## src/rtl/ind_mask_pkg.sv

```systemverilog
// Shared encodings for the masked indicator register unit.
// Assumes a 3-bit operation code and a 2-bit scope code.
package ind_mask_pkg;
    typedef enum logic [2:0] {
        OP_LOAD  = 3'd0,
        OP_SET   = 3'd1,
        OP_CLEAR = 3'd2,
        OP_FLIP  = 3'd3,
        OP_T_ON  = 3'd4,
        OP_T_OFF = 3'd5,
        OP_RSV6  = 3'd6,
        OP_RSV7  = 3'd7
    } ind_op_e;

    typedef enum logic [1:0] {
        SC_WHOLE = 2'd0,
        SC_LEFT  = 2'd1,
        SC_RIGHT = 2'd2,
        SC_RSVD  = 2'd3
    } ind_scope_e;
endpackage

```

## src/rtl/ind_mask_place.sv

```systemverilog
// Places the operand over the register according to scope.
// sel_o marks the in-scope positions.
// mask_o is the operand aligned to the register and limited to sel_o.
// A reserved scope selects nothing.
// Assumes the left half is the upper HALF_W vector bits.
module ind_mask_place
    import ind_mask_pkg::*;
#(
    parameter int HALF_W = 18,
    localparam int W = 2 * HALF_W
) (
    input  ind_scope_e       scope_i,
    input  logic [W-1:0]     word_i,
    output logic [W-1:0]     sel_o,
    output logic [W-1:0]     mask_o
);
    logic whole;
    assign whole = (scope_i == SC_WHOLE);

    // One slice per half: h=1 is the left half, h=0 the right half.
    for (genvar h = 0; h < 2; h++) begin : g_half
        logic in_scope;
        logic [HALF_W-1:0] field;
        assign in_scope = whole || (h == 1 ? (scope_i == SC_LEFT) : (scope_i == SC_RIGHT));
        assign field    = whole ? word_i[h*HALF_W +: HALF_W] : word_i[HALF_W-1:0];
        assign sel_o[h*HALF_W +: HALF_W]  = {HALF_W{in_scope}};
        assign mask_o[h*HALF_W +: HALF_W] = field & {HALF_W{in_scope}};
    end
endmodule

```

## src/rtl/ind_mask_update.sv

```systemverilog
// Computes the next indicator value for a write operation.
// Operations outside load, set, clear and invert return the current value.
// Assumes mask_i is already limited to sel_i.
module ind_mask_update
    import ind_mask_pkg::*;
#(
    parameter int W = 36
) (
    input  ind_op_e      op_i,
    input  logic [W-1:0] cur_i,
    input  logic [W-1:0] sel_i,
    input  logic [W-1:0] mask_i,
    output logic [W-1:0] nxt_o
);
    // Select the per-operation combination of current value and mask.
    always_comb begin
        unique case (op_i)
            OP_LOAD:  nxt_o = (cur_i & ~sel_i) | mask_i;
            OP_SET:   nxt_o = cur_i | mask_i;
            OP_CLEAR: nxt_o = cur_i & ~mask_i;
            OP_FLIP:  nxt_o = cur_i ^ mask_i;
            default:  nxt_o = cur_i;
        endcase
    end
endmodule

```

## src/rtl/ind_mask_match.sv

```systemverilog
// Evaluates the two match tests against the current indicators.
// Assumes mask_i is zero outside the selected scope.
module ind_mask_match #(
    parameter int W = 36
) (
    input  logic         want_ones_i,
    input  logic [W-1:0] cur_i,
    input  logic [W-1:0] mask_i,
    output logic         ok_o
);
    logic [W-1:0] hits;

    // Mask ones that find a set indicator.
    assign hits = cur_i & mask_i;

    // On-test: every mask one is found set. Off-test: none is found set.
    assign ok_o = want_ones_i ? (hits == mask_i) : (hits == '0);
endmodule

```

## src/rtl/ind_mask_unit.sv

```systemverilog
// Masked indicator register unit: holds the indicators and applies one
// command per cycle.
// Writes update the register at the clock edge. A test drives hit_q for
// exactly the following cycle.
// Assumes a synchronous active-low reset. Reserved codes act as no-ops.
module ind_mask_unit
    import ind_mask_pkg::*;
#(
    parameter int HALF_W = 18,
    localparam int W = 2 * HALF_W
) (
    input  logic         clk,
    input  logic         rst_n,
    input  logic         cmd_valid,
    input  logic [2:0]   cmd_op,
    input  logic [1:0]   cmd_scope,
    input  logic [W-1:0] cmd_word,
    output logic [W-1:0] ind_q,
    output logic         hit_q
);
    ind_op_e    op;
    ind_scope_e scope;
    logic [W-1:0] sel, mask, nxt;
    logic legal, is_test, is_write, ok;

    assign op    = ind_op_e'(cmd_op);
    assign scope = ind_scope_e'(cmd_scope);

    // Decode command class; reserved codes are never legal.
    assign legal    = cmd_valid && (scope != SC_RSVD) && (op != OP_RSV6) && (op != OP_RSV7);
    assign is_test  = (op == OP_T_ON) || (op == OP_T_OFF);
    assign is_write = legal && !is_test;

    ind_mask_place #(.HALF_W(HALF_W)) u_place (
        .scope_i (scope),
        .word_i  (cmd_word),
        .sel_o   (sel),
        .mask_o  (mask)
    );

    ind_mask_update #(.W(W)) u_update (
        .op_i   (op),
        .cur_i  (ind_q),
        .sel_i  (sel),
        .mask_i (mask),
        .nxt_o  (nxt)
    );

    ind_mask_match #(.W(W)) u_match (
        .want_ones_i (op == OP_T_ON),
        .cur_i       (ind_q),
        .mask_i      (mask),
        .ok_o        (ok)
    );

    // Indicator register: cleared by reset, written by legal write commands.
    always_ff @(posedge clk) begin
        if (!rst_n)
            ind_q <= '0;
        else if (is_write)
            ind_q <= nxt;
    end

    // Test verdict: a one-cycle registered pulse.
    always_ff @(posedge clk) begin
        if (!rst_n)
            hit_q <= 1'b0;
        else
            hit_q <= legal && is_test && ok;
    end
endmodule

```

## config.mk

```make
export PLATFORM = sky130hd
export DESIGN_NAME = ind_mask_unit
export DESIGN_NICKNAME = d
export VERILOG_FILES = /design/src/rtl/ind_mask_pkg.sv /design/src/rtl/ind_mask_place.sv /design/src/rtl/ind_mask_update.sv /design/src/rtl/ind_mask_match.sv /design/src/rtl/ind_mask_unit.sv
export SDC_FILE = /design/constraint.sdc
export NUM_CORES = 1
export LEC_CHECK = 0
export BUFFER_PORTS_ARGS = -buffer_cell sky130_fd_sc_hd__buf_2
export CELL_PAD_IN_SITES_DETAIL_PLACEMENT = 2
export CELL_PAD_IN_SITES_GLOBAL_PLACEMENT = 2
export CORE_ASPECT_RATIO = 0.8
export CORE_MARGIN = 4
export CORE_UTILIZATION = 30
export DETAILED_ROUTE_END_ITERATION = 8
export PLACE_DENSITY_LB_ADDON = 0.1
export SYNTH_ARGS = -nofsm -noshare
export SYNTH_HDL_FRONTEND = slang
export SYNTH_HIERARCHICAL = 1
export SYNTH_SLANG_ARGS = --single-unit
```

## constraint.sdc

```tcl
create_clock -name clk -period 1.8 [get_ports clk]
set_clock_uncertainty 0.1 [all_clocks]
set_input_delay 0.09 -clock clk [delete_from_list [all_inputs] [get_ports clk]]
set_output_delay 0.09 -clock clk [all_outputs]
set_load 0.02 [all_outputs]
```

* Word-level counts from Yosys, hierarchy flattened
Index checks and enable logic that the tools add are counted.
** Storage, ports and cells
- Register bits after elaboration :: 37
- Input port bits :: 44
- Output and inout bits :: 37
- Word-level logic and storage cells :: 41
** Cells by class
- Equal/unequal tests :: 11
- Multiplexer cells :: 3
- Bitwise gates (word level) :: 10
- Reduce and logical (&&, ||, !) cells :: 15
** Operators with widths (count)
- $pmux 36 s4 :: 1
- $and 36x36->36 :: 3
- $not 36->36 :: 2
- $or 36x36->36 :: 2
- $and 18x18->18 :: 2
- $eq 36x36->1 :: 1
- $logic_not 36->1 :: 1
- $xor 36x36->36 :: 1
- $mux 18 :: 1
- $eq 3x2->1 const B :: 2
- $eq 3x3->1 const B :: 2
- $logic_and 1x1->1 :: 6
- $ne 3x3->1 const B :: 2
- $reduce_bool 4->1 :: 1
- $eq 3x1->1 const B :: 1
- $logic_not 3->1 :: 1
- $logic_or 1x1->1 :: 3
- $eq 2x1->1 const B :: 1
- $eq 2x2->1 const B :: 1
- $logic_not 2->1 :: 1
- $ne 2x2->1 const B :: 1
- $reduce_and 2->1 :: 1
- $logic_not 1->1 :: 1
- $mux 1 :: 1

* Depth between registers and ports, before layout
Gate-level depths: netlist of the first run.
- Depth in word-level cells :: 7
- Mapped depth :: 11
- Depth with buffers taken out :: 9

* Cells and area by module
The synthesis of the first run kept the hierarchy.
** Modules (own cells, without submodules)
- ind_mask_update :: times used 1, cells each 314, area each 2190.9 µm², sequential area each 0.0 µm²
- ind_mask_unit :: times used 1, cells each 161, area each 1521.5 µm², sequential area each 740.7 µm²
- ind_mask_place :: times used 1, cells each 98, area each 695.7 µm², sequential area each 0.0 µm²
- ind_mask_match :: times used 1, cells each 81, area each 481.7 µm², sequential area each 0.0 µm²

* Worst setup path before layout of the first run
OpenSTA, ideal clock, no wires.
- Path type :: input port to flip-flop
- Start point :: input port cmd_scope[0]
- End point :: register hit_q
- Setup time :: 0.064 ns
- Arrival time :: 1.782 ns
- Slack :: -0.147 ns
- Stages :: 10
- Cells stage by stage :: buf_6 > buf_12 > mux2i_1 > nor2_1 > a222oi_1 > nand3_1 > or4_1 > o31ai_1 > nand4b_1 > nor2_1
** Between the ends
- Longest elaborated chain between the ends :: 7
** RTL lines
- start, declared :: line ind_mask_unit.sv:16 : input logic [1:0] cmd_scope,
- $logic_not 2->1 or $eq 2x1->1 (tied branches)
- $mux 18 or $logic_or 1x1->1 (tied branches) :: line ind_mask_place.sv:25, ind_mask_place.sv:24
- $and 18x18->18 (*) :: line ind_mask_place.sv:27 : assign mask_o[h*HALF_W +: HALF_W] = field & {HALF_W{in_scope}};
- named net mask[28] :: line ind_mask_unit.sv:23 : logic [W-1:0] sel, mask, nxt;
- $and 36x36->36 :: line ind_mask_match.sv:14 : assign hits = cur_i & mask_i;
- $eq 36x36->1 or $logic_not 36->1 (tied branches) :: line ind_mask_match.sv:17 : assign ok_o = want_ones_i ? (hits == mask_i) : (hits == '0);
- $mux 1 (*) :: line ind_mask_match.sv:17
- named net ok :: line ind_mask_unit.sv:24 : logic legal, is_test, is_write, ok;
- $logic_and 1x1->1 (*) :: line ind_mask_unit.sv:69 : hit_q <= legal && is_test && ok;
- end signal, assigned :: line ind_mask_unit.sv:69
- end, declared :: line ind_mask_unit.sv:19 : output logic hit_q
Mark *: on every way through the listed nets, which the timed path passes. The rest lies on a longest branch.
A chain may end at the register's enable or synchronous reset.

* Final worst setup path of the first run
Ends and elaborated chain as after synthesis.

==> impl_metrics.json, run 1 <==
{
  "root_buffer": "clkbuf_16",
  "cts_tree": "yes",
  "crit_slowest_cell": "or4_1",
  "final_util_pct": 38.0,
  "timing.fmax_ghz": 0.522,
  "ys_seq_area_share_pct": 15.1,
  "port_buffers": 80,
  "setup_violations": 1,
  "p_switching_mw": 1.04,
  "syn-num-nets": 734,
  "wirelength_mm": 20.5,
  "start_kind": "input port",
  "synth-edff-count": 0,
  "power_density_nw_per_um2": 485,
  "finalHoldViolCount": 0,
  "rows": 41,
  "viasPerCell": 5.17,
  "netlist_instances": 654,
  "ir_drop_uv": 313,
  "die_h_um": 122,
  "drt_iter0_markers": 247,
  "tightestPinTransition_ns": 0.523,
  "max_slew_margin_pct": 65.1,
  "fin_ws_ns": -0.114,
  "worst_ep_required_time_ns": 1.93,
  "grt_pass1_vias": 5394,
  "synth.top_cell.area_share_pct": 15.1,
  "initial_core_util_pct": 30.8,
  "drive_above_1_share_pct": 30.8,
  "clkSlewWorstSetupHoldPaths_ns": 0.06,
  "rsz0062_at_grt": "yes",
  "firstDrtPassIters": 5,
  "synth_top_area_cell": "dfxtp_1",
  "crit_path_end_kind": "flip-flop",
  "worstPathArrival_ns": 2.05,
  "core_um2": 15900,
  "yosysWarnings": 6,
  "total_leakage_power_nw": 2.65,
  "postCtsHoldBufs": 0,
  "finalWorstPathRequiredPeriod_ns": 1.91,
  "ant_nets": 0,
  "fin_nets": 839,
  "sw_frac_of_total_pct": 35.7,
  "fin_cells": 975,
  "synth_area_per_cell_um2": 7.48,
  "crit_top_cell": "nor2_1",
  "p_int_mw": 1.88,
  "syn_area_um2": 4890,
  "yosysUniqueCellTypes": 36,
  "seqPwrFrac_pct": 29.5,
  "ctsLongestPathBuffers": 2,
  "gp_congestion": 0.825,
  "grt_start_max_net_pins": 108,
  "antenna_found_initial": 0,
  "drc": 0,
  "area_delta_synth_final_pct": 23.3,
  "outcome": "complete, but fails checks",
  "placed_cells": 967,
  "fp.dieArea_um2": 18400,
  "finalCritPeriodShare_pct": 106,
  "antenna_cells": 0,
  "cp_top_family": "simple AND/OR/NAND/NOR gates",
  "synth.most_common_cell": "nand2_1",
  "overflow": 0,
  "drv_cap": 0,
  "pin_count": 81,
  "crit_type": "input port to flip-flop",
  "violations": "negative setup slack",
  "grtUsageTotal_pct": 22.7,
  "yosys_most_used_dff": "dfxtp_1",
  "cp_cell_sequence": "buf_2 > buf_12 > mux2i_2 > nor2_1 > a22o_1 > a221oi_2 > nand4_1 > or4_1 > o31ai_2 > nand4b_1 > nor2_1",
  "dr_total_vias": 5042,
  "hold_class": "input port to flip-flop",
  "ys_seq_elements": 37,
  "power_frac_clock_pct": 34.0,
  "grt_pass1_wl_mm": 31.9,
  "cts_inserted_buffers": 5,
  "clock_sinks": 37,
  "async_flop_share_pct": 0,
  "crit_fanout": 11,
  "p_comb_share_pct": 36.4,
  "cpPeakStageDelay_ns": 0.45,
  "clk_latency_ns": 0.30,
  "pre_cts_ws_ns": -0.595,
  "setup_tns_ns": -0.114,
  "post-dp-hpwl_mm": 16.0,
  "total_power_mw": 2.92,
  "cts_htree_levels": 2,
  "synthTopCellsByCount": "nand2_1 (143), inv_1 (75), mux2i_1 (55)",
  "cp.buffers_inverters": 2,
  "synthTopCellsByArea": "dfxtp_1 (15%), mux2i_1 (11%), nand2_1 (11%)",
  "slew_viol_final": 0,
  "post_cts_buffers": 0,
  "wl_per_cell_um": 21.0,
  "die_w_um": 151
}
## placed cells by master (no fill, tap or decap), types with 5 or more instances in the layout
cell type	instances
buf_4	80
ha_1	36
a22oi_1	8
inv_1	75
nand2b_1	36
nand2_1	143
nor2b_1	16
buf_12	12
clkbuf_16	5
o21ai_1	9
nor2_1	15
a221oi_2	5
a21oi_1	37
o221ai_1	6
buf_2	80
mux2i_1	53
a221oi_1	5
o221ai_2	30
dfxtp_1	35
o21ai_0	27
o22ai_1	9
## state kept, by name, indices dropped and copies added, names as in the netlist
signal  cells
hit_q       1
ind_q      36
## cell type report
class,count,area [um^2]
fill,1861,9820
multi-input combinational,465,3300
timing repair buffer,175,1270
sequential,37,743
inverter,75,282
tap,215,269
clock buffer,7,153
clock inverter,1,5.00
## worst register-to-register path: stages, from the launching register on
cell and delay [ns]:
dfxtp_2 0.33, a22o_1 0.22, a221oi_2 0.24, nand4_1 0.18, or4_1 0.46, o31ai_2 0.09
nand4b_1 0.13, nor2_1 0.09
## worst paths after layout
path	start	to	slack (ns)	depth (start not counted)
max reg2reg	ind_q[5]	hit_q	-0.11	7
min	cmd_op[1]	hit_q	0.12	4
min reg2reg	ind_q[29]	ind_q[29]	0.53	3
max	cmd_scope[0]	hit_q	-0.11	11
## repair_timing
action	CTS	global route
endpoints found under the setup margin	3	10
pin swaps	4	4
resized for setup	10	11
endpoints found under the hold margin	0	0
## per-stage QoR
| stage | hold WS (ns) | area, um^2 |
|---|---|---|
| detailed placement | 0.426 | 5780 |
| CTS | 0.107 | 5980 |
| global placement | 0.405 | 5780 |
| floorplan | 0.133 | 4900 |
| finish | 0.118 | 6030 |
| global route | 0.113 | 6030 |
## kinds of logic after synthesis
group           count (synthesis)  share of synthesized area (%)
simple gates                  229                           21.5
buf+inv                       152                           18.9
mux                            55                           11.3
compound gates                145                           24.0
flops                          37                           15.1
fa+ha+maj                      36                           9.21
## routing by layer
layer | GRT usage [%] | part of all wire, %
met5 | 0 | 0
met4 | 4.47 | 0.97
met3 | 3.12 | 4.1
met2 | 38.3 | 48
met1 | 31.1 | 47
## power groups by stage
| stage | registers (mW) | clock network [mW] | logic (mW) |
|---|---|---|---|
| 4_1_cts | 0.862 | 1.02 | 1.06 |
| 2_1_floorplan | 0.907 | 0 | 0.661 |
| 6_report | 0.863 | 0.995 | 1.07 |
| 5_1_grt | 0.865 | 1.06 | 1.17 |
| 3_5_place_dp | 0.881 | 0 | 1.04 |
| 3_3_place_gp | 0.880 | 0 | 0.997 |
Power figures use the tool's default switching activity.
==> run 2: changes to the inputs <==
==> constraint.sdc (replaced) <==
create_clock -name clk -period 1.8 [get_ports clk]
set_clock_uncertainty 0.1 [all_clocks]
set_input_delay 0.36 -clock clk [delete_from_list [all_inputs] [get_ports clk]]
set_output_delay 0.36 -clock clk [all_outputs]
set_load 0.1 [all_outputs]
==> run 2 against run 1 <==
Net effect: cell area increased by 22%; global-route usage increased by 1.7 points; first-iteration DRC count increased by 33%; non-clock buffer count increased by 40; total power increased by 17%; the flow still finishes with violations (negative setup slack); sequential share of layout area decreased by 1.6 points; setup slack got worse by 0.57 ns; combinational power increased by 50%; sequential power increased by 2%.
==> impl_metrics.json, run 2 (synthesis results as in run 1) <==
{
  "outcome": "complete, but fails checks",
  "violations": "negative setup slack",
  "cts_inserted_buffers": 5,
  "crit_fanout": 6,
  "fin_area_um2": 7340,
  "core_um2": 15900,
  "timing.reg2reg.setup_slack_ns": -0.39,
  "ant_nets": 0,
  "reg2reg_from": "ind_q[22]",
  "largest_reg_flops": 36,
  "crit_path_end_kind": "flip-flop",
  "hold_end": "hit_q",
  "drv_cap": 0,
  "overflow": 0,
  "crit_type": "input port to flip-flop",
  "hold_class": "input port to flip-flop",
  "total_power_mw": 3.43,
  "area_delta_synth_final_pct": 50.0,
  "grt_start_max_net_pins": 74,
  "total_leakage_power_nw": 3.03,
  "timing.hold.ws_ns": 0.397,
  "clkSlewWorstSetupHoldPaths_ns": 0.06,
  "drive_above_1_share_pct": 54.1,
  "antenna_cells": 0,
  "start_kind": "input port",
  "power_density_nw_per_um2": 468,
  "drt_iter0_markers": 328,
  "postCtsHoldBufs": 0,
  "max_slew_margin_pct": 56.1,
  "worst_ep_required_time_ns": 1.93,
  "final_common_cell": "nand2_1",
  "reg_top3": "ind_q x36, hit_q x1",
  "rsz0062_at_grt": "yes",
  "grt_pass1_wl_mm": 34.4,
  "initial_core_util_pct": 30.8,
  "min_from": "cmd_valid",
  "viasPerCell": 5.41,
  "rows": 41,
  "regToRegEndpoint": "hit_q",
  "worstPathArrival_ns": 2.61,
  "cts_tree": "yes",
  "layout_common_cells": "nand2_1 (126), buf_2 (78), buf_4 (71), inv_1 (53)",
  "post_dp_cell_area_um2": 5840,
  "clk_latency_ns": 0.29,
  "pin_count": 81,
  "slew_viol_final": 0,
  "finalWorstPathRequiredPeriod_ns": 2.48,
  "die_h_um": 122,
  "finalCritPeriodShare_pct": 138,
  "root_buffer": "clkbuf_16",
  "drc": 0,
  "die_w_um": 151,
  "dr_total_vias": 5481,
  "wirelength_mm": 26.4,
  "regMostFlops": "ind_q",
  "post-dp-hpwl_mm": 16.3,
  "finalHoldViolCount": 0,
  "nFillCells": 1696,
  "port_buffers": 80,
  "r2r_cells": 7,
  "setup_violations": 25,
  "grtUsageTotal_pct": 24.5,
  "clock_sinks": 37,
  "fin_ws_ns": -0.682,
  "hold_depth": 3,
  "wl_per_cell_um": 26.0,
  "timing.fmax_ghz": 0.403,
  "ir_drop_uv": 333,
  "fp.dieArea_um2": 18400,
  "antenna_found_initial": 0,
  "firstDrtPassIters": 5,
  "gp_congestion": 0.888,
  "cts_htree_levels": 2,
  "ctsLongestPathBuffers": 2,
  "tightestPinTransition_ns": 0.658,
  "fin_nets": 879,
  "grt_pass1_vias": 5860
}
run 2: worst max path at each step:
stage | from | to | slack [ns] | depth (start not counted)
floorplan | cmd_scope[0] | hit_q | -0.37 | 10
global placement | cmd_scope[0] | hit_q | -0.65 | 11
detailed placement | cmd_scope[0] | hit_q | -0.84 | 11
CTS | cmd_scope[0] | hit_q | -0.28 | 11
global route | cmd_scope[0] | hit_q | -0.73 | 11
finish | cmd_scope[0] | hit_q | -0.68 | 11
run 2: metrics by stage:
step | std cells | worst slack (ns) | setup TNS (ns) | utilization, %
2_1_floorplan | 654 | -0.370 | -0.914 | -
3_3_place_gp | 966 | -0.648 | -13.13 | 36.8
3_5_place_dp | 966 | -0.844 | -17.17 | 36.8
4_1_cts | 991 | -0.276 | -1.27 | 40.5
5_1_grt | 1014 | -0.735 | -5.80 | 46.3
6_report | 1014 | -0.682 | -3.38 | 46.3
run 2: power by group:
group | internal [mW] | leakage [nW] | switching [mW]
logic | 0.679 | 2.64 | 0.934
registers | 0.842 | 0.316 | 0.0377
clock network | 0.546 | 0.0700 | 0.395
run 2: final cells by class:
type	count	area [um^2]	area share (%)
clock buffers	7	143	1.94
repair buffers	215	1840	25.1
inverters	75	324	4.42
well taps	215	269	3.67
flip-flops and latches	37	785	10.7
multi-input cells	465	3970	54.2
run 2: timing repair:
action / in CTS / in global routing
setup buffers: 16 / 28
endpoints found under the setup margin: 34 / 35
cloned: 2 / 0
pin swaps: 45 / 51
gates resized for setup: 75 / 178
run 2: worst max-delay path: stages:
cell	delay, ns
buf_12	0.11
buf_16	0.13
buf_12	0.14
mux2i_1	0.30
nor2_1	0.14
buf_4	0.18
a222oi_1	0.44
nand4_1	0.21
o31ai_2	0.28
nand4b_1	0.17
nor2_2	0.13
run 2: routing by layer:
metal  GRT usage [%]  wire, um  share of wire (%)  up-vias
li1                -         -                  -     2498
met1            32.2     11100                 42     2752
met2            43.1     13200                 50      169
met3            3.09      1250                4.8       62
met4            4.47       871                3.3        0
met5               0         0                  0        -
